File: config.mk
export PLATFORM = sky130hd
export DESIGN_NAME = flash_boot_loader
export DESIGN_NICKNAME = d
export VERILOG_FILES = /design/src/rtl/boot_pkg.sv /design/src/rtl/boot_datapath.sv /design/src/rtl/boot_control.sv /design/src/rtl/flash_boot_loader.sv
export SDC_FILE = /design/constraint.sdc
export NUM_CORES = 1
export LEC_CHECK = 0
export ABC_AREA = 1
export BUFFER_PORTS_ARGS = -buffer_cell sky130_fd_sc_hd__buf_2
export CELL_PAD_IN_SITES_DETAIL_PLACEMENT = 2
export CELL_PAD_IN_SITES_GLOBAL_PLACEMENT = 2
export CORE_UTILIZATION = 37
export CTS_BUF_LIST = sky130_fd_sc_hd__clkbuf_8
export DETAILED_ROUTE_END_ITERATION = 10
export PLACE_DENSITY_LB_ADDON = 0.1
export SLEW_MARGIN = 20
export SYNTH_ARGS = -nofsm -noshare
export SYNTH_HDL_FRONTEND = slang
export SYNTH_HIERARCHICAL = 1
export SYNTH_SLANG_ARGS = --single-unit
export TNS_END_PERCENT = 100
File: constraint.sdc
create_clock -name clk -period 2.7 [get_ports clk]
set_input_delay 0.405 -clock clk [delete_from_list [all_inputs] [get_ports clk]]
set_output_delay 0.405 -clock clk [all_outputs]
set_load 0.005 [all_outputs]
File: src/rtl/boot_pkg.sv
package boot_pkg;

  // Read opcode sent first on every load
  localparam logic [7:0] READ_OPCODE = 8'h03;

  typedef enum logic [2:0] {
    ST_IDLE,
    ST_CMD,
    ST_LEN,
    ST_DATA,
    ST_GAP,
    ST_DONE
  } boot_state_t;

  // Strobes from control to datapath
  typedef struct packed {
    logic selectChip;
    logic runSck;
    logic loadCmd;
    logic longUnit;
    logic takeLen;
    logic storeWord;
    logic runGap;
  } dp_ctl_t;

  // Status from datapath to control
  typedef struct packed {
    logic unitEnd;
    logic rxZero;
    logic lastWord;
    logic gapDone;
  } dp_stat_t;

endpackage

File: src/rtl/boot_datapath.sv
module boot_datapath
  import boot_pkg::*;
#(
  parameter int CLK_DIV     = 4,
  parameter int WORD_W      = 16,
  parameter int ADDR_W      = 16,
  parameter int GAP_PERIODS = 2
) (
  input  logic              clk,
  input  logic              rstN,
  input  dp_ctl_t           ctl,
  output dp_stat_t          stat,
  input  logic              spiMiso,
  output logic              spiSck,
  output logic              spiCsN,
  output logic              spiMosi,
  output logic              memWe,
  output logic [ADDR_W-1:0] memAddr,
  output logic [WORD_W-1:0] memWdata
);

  localparam int CMD_W    = 32;
  localparam int DIV_W    = (CLK_DIV > 2) ? $clog2(CLK_DIV) : 1;
  localparam int HIGH_CYC = CLK_DIV / 2;
  localparam int LOW_CYC  = CLK_DIV - HIGH_CYC;
  localparam int GAP_CYC  = GAP_PERIODS * CLK_DIV;
  localparam int GAP_W    = $clog2(GAP_CYC + 1);
  localparam int BIT_W    = $clog2(CMD_W);

  localparam logic [DIV_W-1:0] LAST_PH   = DIV_W'(CLK_DIV - 1);
  localparam logic [DIV_W-1:0] SAMPLE_PH = DIV_W'(LOW_CYC - 1);
  localparam logic [DIV_W-1:0] RISE_PH   = DIV_W'(LOW_CYC);
  localparam logic [BIT_W-1:0] LONG_LAST  = BIT_W'(CMD_W - 1);
  localparam logic [BIT_W-1:0] SHORT_LAST = BIT_W'(WORD_W - 1);
  localparam logic [GAP_W-1:0] GAP_LAST   = GAP_W'(GAP_CYC - 1);

  // SCK phase generator
  logic [DIV_W-1:0] phase, phaseNext;
  logic bitEnd, sampleNow;

  assign bitEnd    = ctl.runSck && (phase == LAST_PH);
  assign sampleNow = ctl.runSck && (phase == SAMPLE_PH);
  assign phaseNext = (!ctl.runSck || bitEnd) ? '0 : phase + 1'b1;

  logic sckQ, csNQ;

  always_ff @(posedge clk or negedge rstN) begin
    if (!rstN) begin
      phase <= '0;
      sckQ  <= 1'b0;
      csNQ  <= 1'b1;
    end else begin
      phase <= phaseNext;
      sckQ  <= ctl.runSck && (phaseNext >= RISE_PH);
      csNQ  <= !ctl.selectChip;
    end
  end

  assign spiSck = sckQ;
  assign spiCsN = csNQ;

  // Outgoing command shifter, changes only on falling SCK or at select
  logic [CMD_W-1:0] txShift;

  always_ff @(posedge clk or negedge rstN) begin
    if (!rstN)
      txShift <= '0;
    else if (ctl.loadCmd)
      txShift <= {READ_OPCODE, {(CMD_W-8){1'b0}}};
    else if (bitEnd)
      txShift <= {txShift[CMD_W-2:0], 1'b0};
  end

  assign spiMosi = txShift[CMD_W-1];

  // Incoming shifter, sampled on the rising SCK edge
  logic [WORD_W-1:0] rxShift;

  always_ff @(posedge clk or negedge rstN) begin
    if (!rstN)
      rxShift <= '0;
    else if (sampleNow)
      rxShift <= {rxShift[WORD_W-2:0], spiMiso};
  end

  // Bit counter within the current unit (command or 16-bit word)
  logic [BIT_W-1:0] bitCnt;
  logic lastBit;

  assign lastBit = (bitCnt == (ctl.longUnit ? LONG_LAST : SHORT_LAST));

  always_ff @(posedge clk or negedge rstN) begin
    if (!rstN)
      bitCnt <= '0;
    else if (ctl.loadCmd)
      bitCnt <= '0;
    else if (bitEnd)
      bitCnt <= lastBit ? '0 : bitCnt + 1'b1;
  end

  // Word bookkeeping and memory write port
  logic [WORD_W-1:0] remaining;
  logic [ADDR_W-1:0] addrCnt;

  always_ff @(posedge clk or negedge rstN) begin
    if (!rstN) begin
      remaining <= '0;
      addrCnt   <= '0;
      memWe     <= 1'b0;
      memAddr   <= '0;
      memWdata  <= '0;
    end else begin
      memWe <= ctl.storeWord;
      if (ctl.loadCmd)
        addrCnt <= '0;
      if (ctl.takeLen)
        remaining <= rxShift;
      if (ctl.storeWord) begin
        remaining <= remaining - 1'b1;
        addrCnt   <= addrCnt + 1'b1;
        memAddr   <= addrCnt;
        memWdata  <= rxShift;
      end
    end
  end

  // Deselect gap timer
  logic [GAP_W-1:0] gapCnt;

  always_ff @(posedge clk or negedge rstN) begin
    if (!rstN)
      gapCnt <= '0;
    else if (ctl.runGap)
      gapCnt <= gapCnt + 1'b1;
    else
      gapCnt <= '0;
  end

  assign stat.unitEnd  = bitEnd && lastBit;
  assign stat.rxZero   = (rxShift == '0);
  assign stat.lastWord = (remaining == WORD_W'(1));
  assign stat.gapDone  = ctl.runGap && (gapCnt == GAP_LAST);

endmodule

File: src/rtl/boot_control.sv
module boot_control
  import boot_pkg::*;
(
  input  logic     clk,
  input  logic     rstN,
  input  logic     skipLoad,
  input  dp_stat_t stat,
  output dp_ctl_t  ctl,
  output logic     busOwn,
  output logic     cpuRstN
);

  boot_state_t state, stateNext;
  logic releaseNow;

  always_comb begin
    ctl        = '0;
    stateNext  = state;
    releaseNow = 1'b0;
    unique case (state)
      ST_IDLE: begin
        if (skipLoad) begin
          stateNext  = ST_DONE;
          releaseNow = 1'b1;
        end else begin
          ctl.loadCmd    = 1'b1;
          ctl.selectChip = 1'b1;
          stateNext      = ST_CMD;
        end
      end
      ST_CMD: begin
        ctl.selectChip = 1'b1;
        ctl.runSck     = 1'b1;
        ctl.longUnit   = 1'b1;
        if (stat.unitEnd)
          stateNext = ST_LEN;
      end
      ST_LEN: begin
        ctl.selectChip = 1'b1;
        ctl.runSck     = 1'b1;
        if (stat.unitEnd) begin
          ctl.takeLen = 1'b1;
          if (stat.rxZero) begin
            ctl.selectChip = 1'b0;
            stateNext      = ST_GAP;
          end else begin
            stateNext = ST_DATA;
          end
        end
      end
      ST_DATA: begin
        ctl.selectChip = 1'b1;
        ctl.runSck     = 1'b1;
        if (stat.unitEnd) begin
          ctl.storeWord = 1'b1;
          if (stat.lastWord) begin
            ctl.selectChip = 1'b0;
            stateNext      = ST_GAP;
          end
        end
      end
      ST_GAP: begin
        ctl.runGap = 1'b1;
        if (stat.gapDone) begin
          stateNext  = ST_DONE;
          releaseNow = 1'b1;
        end
      end
      ST_DONE: stateNext = ST_DONE;
      default: stateNext = ST_IDLE;
    endcase
  end

  always_ff @(posedge clk or negedge rstN) begin
    if (!rstN) begin
      state   <= ST_IDLE;
      busOwn  <= 1'b1;
      cpuRstN <= 1'b0;
    end else begin
      state <= stateNext;
      if (releaseNow) begin
        busOwn  <= 1'b0;
        cpuRstN <= 1'b1;
      end
    end
  end

endmodule

File: src/rtl/flash_boot_loader.sv
module flash_boot_loader
  import boot_pkg::*;
#(
  parameter int CLK_DIV     = 4,
  parameter int WORD_W      = 16,
  parameter int ADDR_W      = 16,
  parameter int GAP_PERIODS = 2
) (
  input  logic              clk,
  input  logic              rstN,
  input  logic              skipLoad,
  output logic              spiSck,
  output logic              spiCsN,
  output logic              spiMosi,
  input  logic              spiMiso,
  output logic              busOwn,
  output logic              memWe,
  output logic [ADDR_W-1:0] memAddr,
  output logic [WORD_W-1:0] memWdata,
  output logic              cpuRstN
);

  dp_ctl_t  ctl;
  dp_stat_t stat;

  boot_control u_ctrl (
    .clk      (clk),
    .rstN     (rstN),
    .skipLoad (skipLoad),
    .stat     (stat),
    .ctl      (ctl),
    .busOwn   (busOwn),
    .cpuRstN  (cpuRstN)
  );

  boot_datapath #(
    .CLK_DIV     (CLK_DIV),
    .WORD_W      (WORD_W),
    .ADDR_W      (ADDR_W),
    .GAP_PERIODS (GAP_PERIODS)
  ) u_dp (
    .clk      (clk),
    .rstN     (rstN),
    .ctl      (ctl),
    .stat     (stat),
    .spiMiso  (spiMiso),
    .spiSck   (spiSck),
    .spiCsN   (spiCsN),
    .spiMosi  (spiMosi),
    .memWe    (memWe),
    .memAddr  (memAddr),
    .memWdata (memWdata)
  );

endmodule

# ---- Yosys cells after proc, flatten, opt, wreduce, memory -nomap -nowiden
# Index checks and enable logic that the tools add are counted.
# W data, S select, Z words.
dict set report totals {
  inputBits 4
  wordCells 87
  ff_bits 131
  output_inout_bits 38
}
dict set report op_classes {
  reduce_logical 15
  n_eq_ne 15
  n_lt_le_gt_ge 1
  mux 36
  add_sub_neg 5
}
# op n
set ops {}
lappend ops {{$mux W16} 4}
lappend ops {{$mux W32} 2}
lappend ops {{$mux W3} 7}
lappend ops {{$mux W5} 4}
lappend ops {{$pmux W3 S6} 1}
lappend ops {{$add A16 B1 Y16 const B} 1}
lappend ops {{$eq A16 B1 Y1 const B} 1}
lappend ops {{$logic_not A16 Y1} 1}
lappend ops {{$sub A16 B1 Y16 const B} 1}
lappend ops {{$mux W1} 14}
lappend ops {{$ne A2 B2 Y1 const B} 5}
lappend ops {{$eq A3 B2 Y1 const B} 2}
lappend ops {{$eq A3 B3 Y1 const B} 2}
lappend ops {{$reduce_bool A2 Y1} 3}
lappend ops {{$add A5 B1 Y5 const B} 1}
lappend ops {{$eq A5 B5 Y1} 1}
lappend ops {{$logic_and A1 B1 Y1} 5}
lappend ops {{$reduce_and A5 Y1} 1}
lappend ops {{$add A4 B1 Y4 const B} 1}
lappend ops {{$eq A4 B3 Y1 const B} 1}
lappend ops {{$mux W4} 1}
lappend ops {{$pmux W1 S4} 1}
lappend ops {{$eq A3 B1 Y1 const B} 1}
lappend ops {{$logic_not A3 Y1} 1}
lappend ops {{other kinds (9)} 10}

# ---- Depth between registers and ports, before layout
dict set report depth {
  ltp_word 9
  mapped_depth 15
  ltp_nobuf 15
}

# ---- Cells and area by module
# The synthesis kept the hierarchy.
# module area_each_um2 cells_per_inst n_inst seq_area_each_um2
set by_module_without_submodules {}
lappend by_module_without_submodules {boot_datapath 4700.8 557 1 2553.7}
lappend by_module_without_submodules {boot_control 387.9 57 1 126.4}

# ---- Least setup slack after synthesis
# No wires, ideal clock.
dict set report synth_timing {
  kind {reg2reg}
  start {register u_dp.bitCnt[0]}
  end {register u_dp.remaining[10]}
  n_path_buf 1
  path_stages_with_launch 14
  setup_ns 0.126
  path_slack_ns 0.528
  t_arrival_ns 2.047
  required_ns 2.574
  cell_sequence {dfrtp_1 ha_1 nand2_1 nor2_1 nand2_1 o21bai_1 nor2_1 inv_1 nor3_1 buf_4 nor2_4 or2_2 a21oi_1 a21oi_1}
}
# item line_no
set synth_lines {}
lappend synth_lines {{start, declared} boot_datapath.sv:87} ;# logic [BIT_W-1:0] bitCnt;
lappend synth_lines {{start signal, assigned} boot_datapath.sv:98} ;# bitCnt <= lastBit ? '0 : bitCnt + 1'b1;
lappend synth_lines {{end signal, assigned} boot_datapath.sv:117} ;# remaining <= rxShift;
lappend synth_lines {{end signal, assigned} boot_datapath.sv:119} ;# remaining <= remaining - 1'b1;
lappend synth_lines {{end, declared} boot_datapath.sv:102} ;# logic [WORD_W-1:0] remaining;

==> run_results.csv <==
group,metric,value,unit
outcome,status,"finished clean",
synth,syn_avg_cell_area,8.288,um^2
sta,hold_viol,0,
placed_design,post-place-ws,0.1233,ns
sta,finalCriticalPeriod,2.534,ns
sta,worstMarginPinSlew,0.6702,ns
synth,seq_area_frac_synth,52.67,%
synth,synthTopCellsByCount,"nand2_1, dfrtp_1, inv_1",
placed_design,numPlacedInstances,825,
critical_path,startpoint_type,"register",
die,die_h,119.3,um
final_layout,final_cells,847,
critical_path,cp_data_arrival_time,2.86,ns
routing,drt-initial-drc-count,147,
die,die_w,119.3,um
sta,finalSetupViolations,0,
final_layout,fin_nets,677,
clocking,clockRootBuffer,"clkbuf_8",
synth,syn_nets,625,
final_layout,fill_cells,1558,
global_route,grt_max_degree,50,
final_layout,n_antenna_cell,0,
power,power.density,467.9,nW/um^2
synth,synth_area_leaders,"dfrtp_1, nand2_1, o21ai_0",
die,ioPinCount,42,
global_route,grt_pass1_wl,24330,um
routing,ant_nets,0,
job,drv_cap,0,
clocking,numCtsBuffers,9,
sta,timing.fmax,394.6,MHz
sta,slew_violations,0,
worst_hold_path,hold_path.startpoint,"spiMiso",
routing,drc_errors,0,
clocking,clkLatencyLatePin,0.40,ns
routing,wl_per_cell,17.35,um
synth,yosysTopAreaCellShare,51.64,%
critical_path,rr_worst_depth,15,
global_route,overflow,0,
routing,wl,14690,um
clocking,clock_sinks,107,
synth,netlist_area,5089,um^2
placed_design,dp_hpwl,10680,um
synth,async_flop_share,100.0,%
power,p_leak,2.961,nW
power,vdd_drop_max,0.3521,mV
routing,route.vias.total,4301,
power,p_total,2.735,mW
sta,fin_skew,0.01556,ns
synth,syn_inst,614,
critical_path,critPathRequiredTime,3.03,ns
clocking,cts.htree.levels,3,
clocking,cts_tree,"built",
synth,yosysTopAreaCell,"dfrtp_1",
routing,vias_per_cell,5.078,
critical_path,crit_end,"u_dp/remaining[8]",
critical_path,critPathCaptureType,"register",
clocking,cts.path.max_buffers,2,
synth,ys_warn_count,6,
clocking,clkTransAtPathRegs,0.12,ns
global_route,antenna_found_initial,0,
sta,setup_tns,0,ns
final_layout,drive_above_1_share,16.99,%
synth,ys.flop_type,"dfrtp_1",
final_layout,utilization,43.79,%
critical_path,r2r-start,"u_ctrl/state[0]",
synth,ys_ff_latch,107,
critical_path,r2r_slack,0.17,ns
global_route,grt_pass1_vias,4625,
die,fp.coreArea,13350,um^2
critical_path,worstSetupPathType,"register to register",
global_route,gr-usage-all-layers,22.08,%
synth,ys_types,37,
die,start_util,38.12,%
synth,synth-edff-count,0,
critical_path,r2r-end,"u_dp/remaining[8]",
placed_design,gp_congestion,0.7867,
sta,fin_ws,0.1655,ns
sta,max_slew_margin,54.91,%
die,rows,42,
placed_design,numPortBuffers,41,
final_layout,areaGrowthSynthToFinish,14.88,%
critical_path,crit_fanout,12,
die,die_area,14230,um^2
synth,synth_most_common_cell,"nand2_1",
sta,period_share,93.87,%
critical_path,critical_path.startpoint,"u_ctrl/state[0]",
routing,first_pass_iters,4,
worst_hold_path,hold_path.class,"input port to register",
[metrics by stage]
stage	hold WS [ns]	cell area, um^2
6_report	0.2473	5846
3_3_place_gp	0.4300	5552
3_5_place_dp	0.4367	5552
4_1_cts	0.2202	5769
2_1_floorplan	0.1094	5089
5_1_grt	0.2270	5846
[critical path, stage by stage (launching register included)]
cell      delay (ns)
dfrtp_1         0.49
inv_2           0.13
nor3_2          0.06
nand2_1         0.09
nand2_1         0.07
o21bai_1        0.18
nor2_1          0.15
inv_1           0.12
nor3_4          0.32
buf_12          0.19
nand3_1         0.13
nor2_2          0.19
nand2_1         0.07
o21ai_0         0.10
nand2_1         0.08
nand2_1         0.08
[where the power goes]
| part | switching, mW | total, mW | internal (mW) |
|---|---|---|---|
| Combinational | 0.0411 | 0.0522 | 0.0110 |
| Clock | 0.627 | 1.07 | 0.447 |
| Sequential | 0.00239 | 1.61 | 1.61 |
[layout by cell type, fill, tap and decap left out, drive strengths merged, types with 7 or more instances in the layout]
| cell type | instances |
|---|---|
| nor2 | 61 |
| nand2 | 164 |
| inv | 92 |
| nand4 | 8 |
| clkbuf | 10 |
| dfrtp | 105 |
| ha | 7 |
| nand3 | 46 |
| buf | 55 |
| nor3 | 7 |
| o21ai | 79 |
[registers in the layout (all words and copies together) (netlist names), 4 cells and up]
signal / flops
u_dp/bitCnt: 5
u_dp/addrCnt: 16
u_dp/rxShift: 16
u_dp/gapCnt: 4
u_dp/memWdata: 16
u_dp/memAddr: 16
u_dp/txShift: 8
u_dp/remaining: 16
[routing by layer]
layer  vias to the layer above  global-route usage [%]  wire length [um]
met5                         -                       0                 0
met4                         0                   4.589               113
met3                         6                   5.556               428
met2                        46                   37.14              7260
met1                      2186                   28.62              6890
li1                       2063                       -                 -
[cell type report]
type	count	area, um^2	area share (%)
Sequential cell	107	2681	45.87
Multi-Input combinational cell	403	2014	34.46
Timing Repair Buffer	57	389.1	6.657
Inverter	88	332.8	5.693
Tap cell	176	220.2	3.767
Clock buffer	9	123.9	2.119
Clock inverter	7	83.83	1.434
[logic make-up after synthesis]
logic type,after synthesis,share of synthesized area (%)
AND/OR/NAND/NOR,292,26.06
flip-flops,107,52.67
buffers and inverters,104,8.114
AO/OA/AOI/OAI,101,10.92
adder cells (fa/ha/maj),7,1.721
XOR/XNOR,3,0.5164
[worst min path at each step]
stage / end / cells past startpoint
5_1_grt: u_dp/rxShift[0] / 3
3_5_place_dp: u_ctrl/busOwn / 2
2_1_floorplan: u_ctrl/cpuRstN / 0
6_report: u_dp/rxShift[0] / 3
4_1_cts: u_dp/rxShift[0] / 3
3_3_place_gp: u_ctrl/busOwn / 2
[repair_timing]
item	4_1_cts	5_1_grt
resized for setup	0	8
buffers inserted	0	4
hold buffers	1	0
endpoints found under the setup margin	0	18
endpoints found under the hold margin	7	0
No activity file was read; power rests on OpenSTA's default activity.
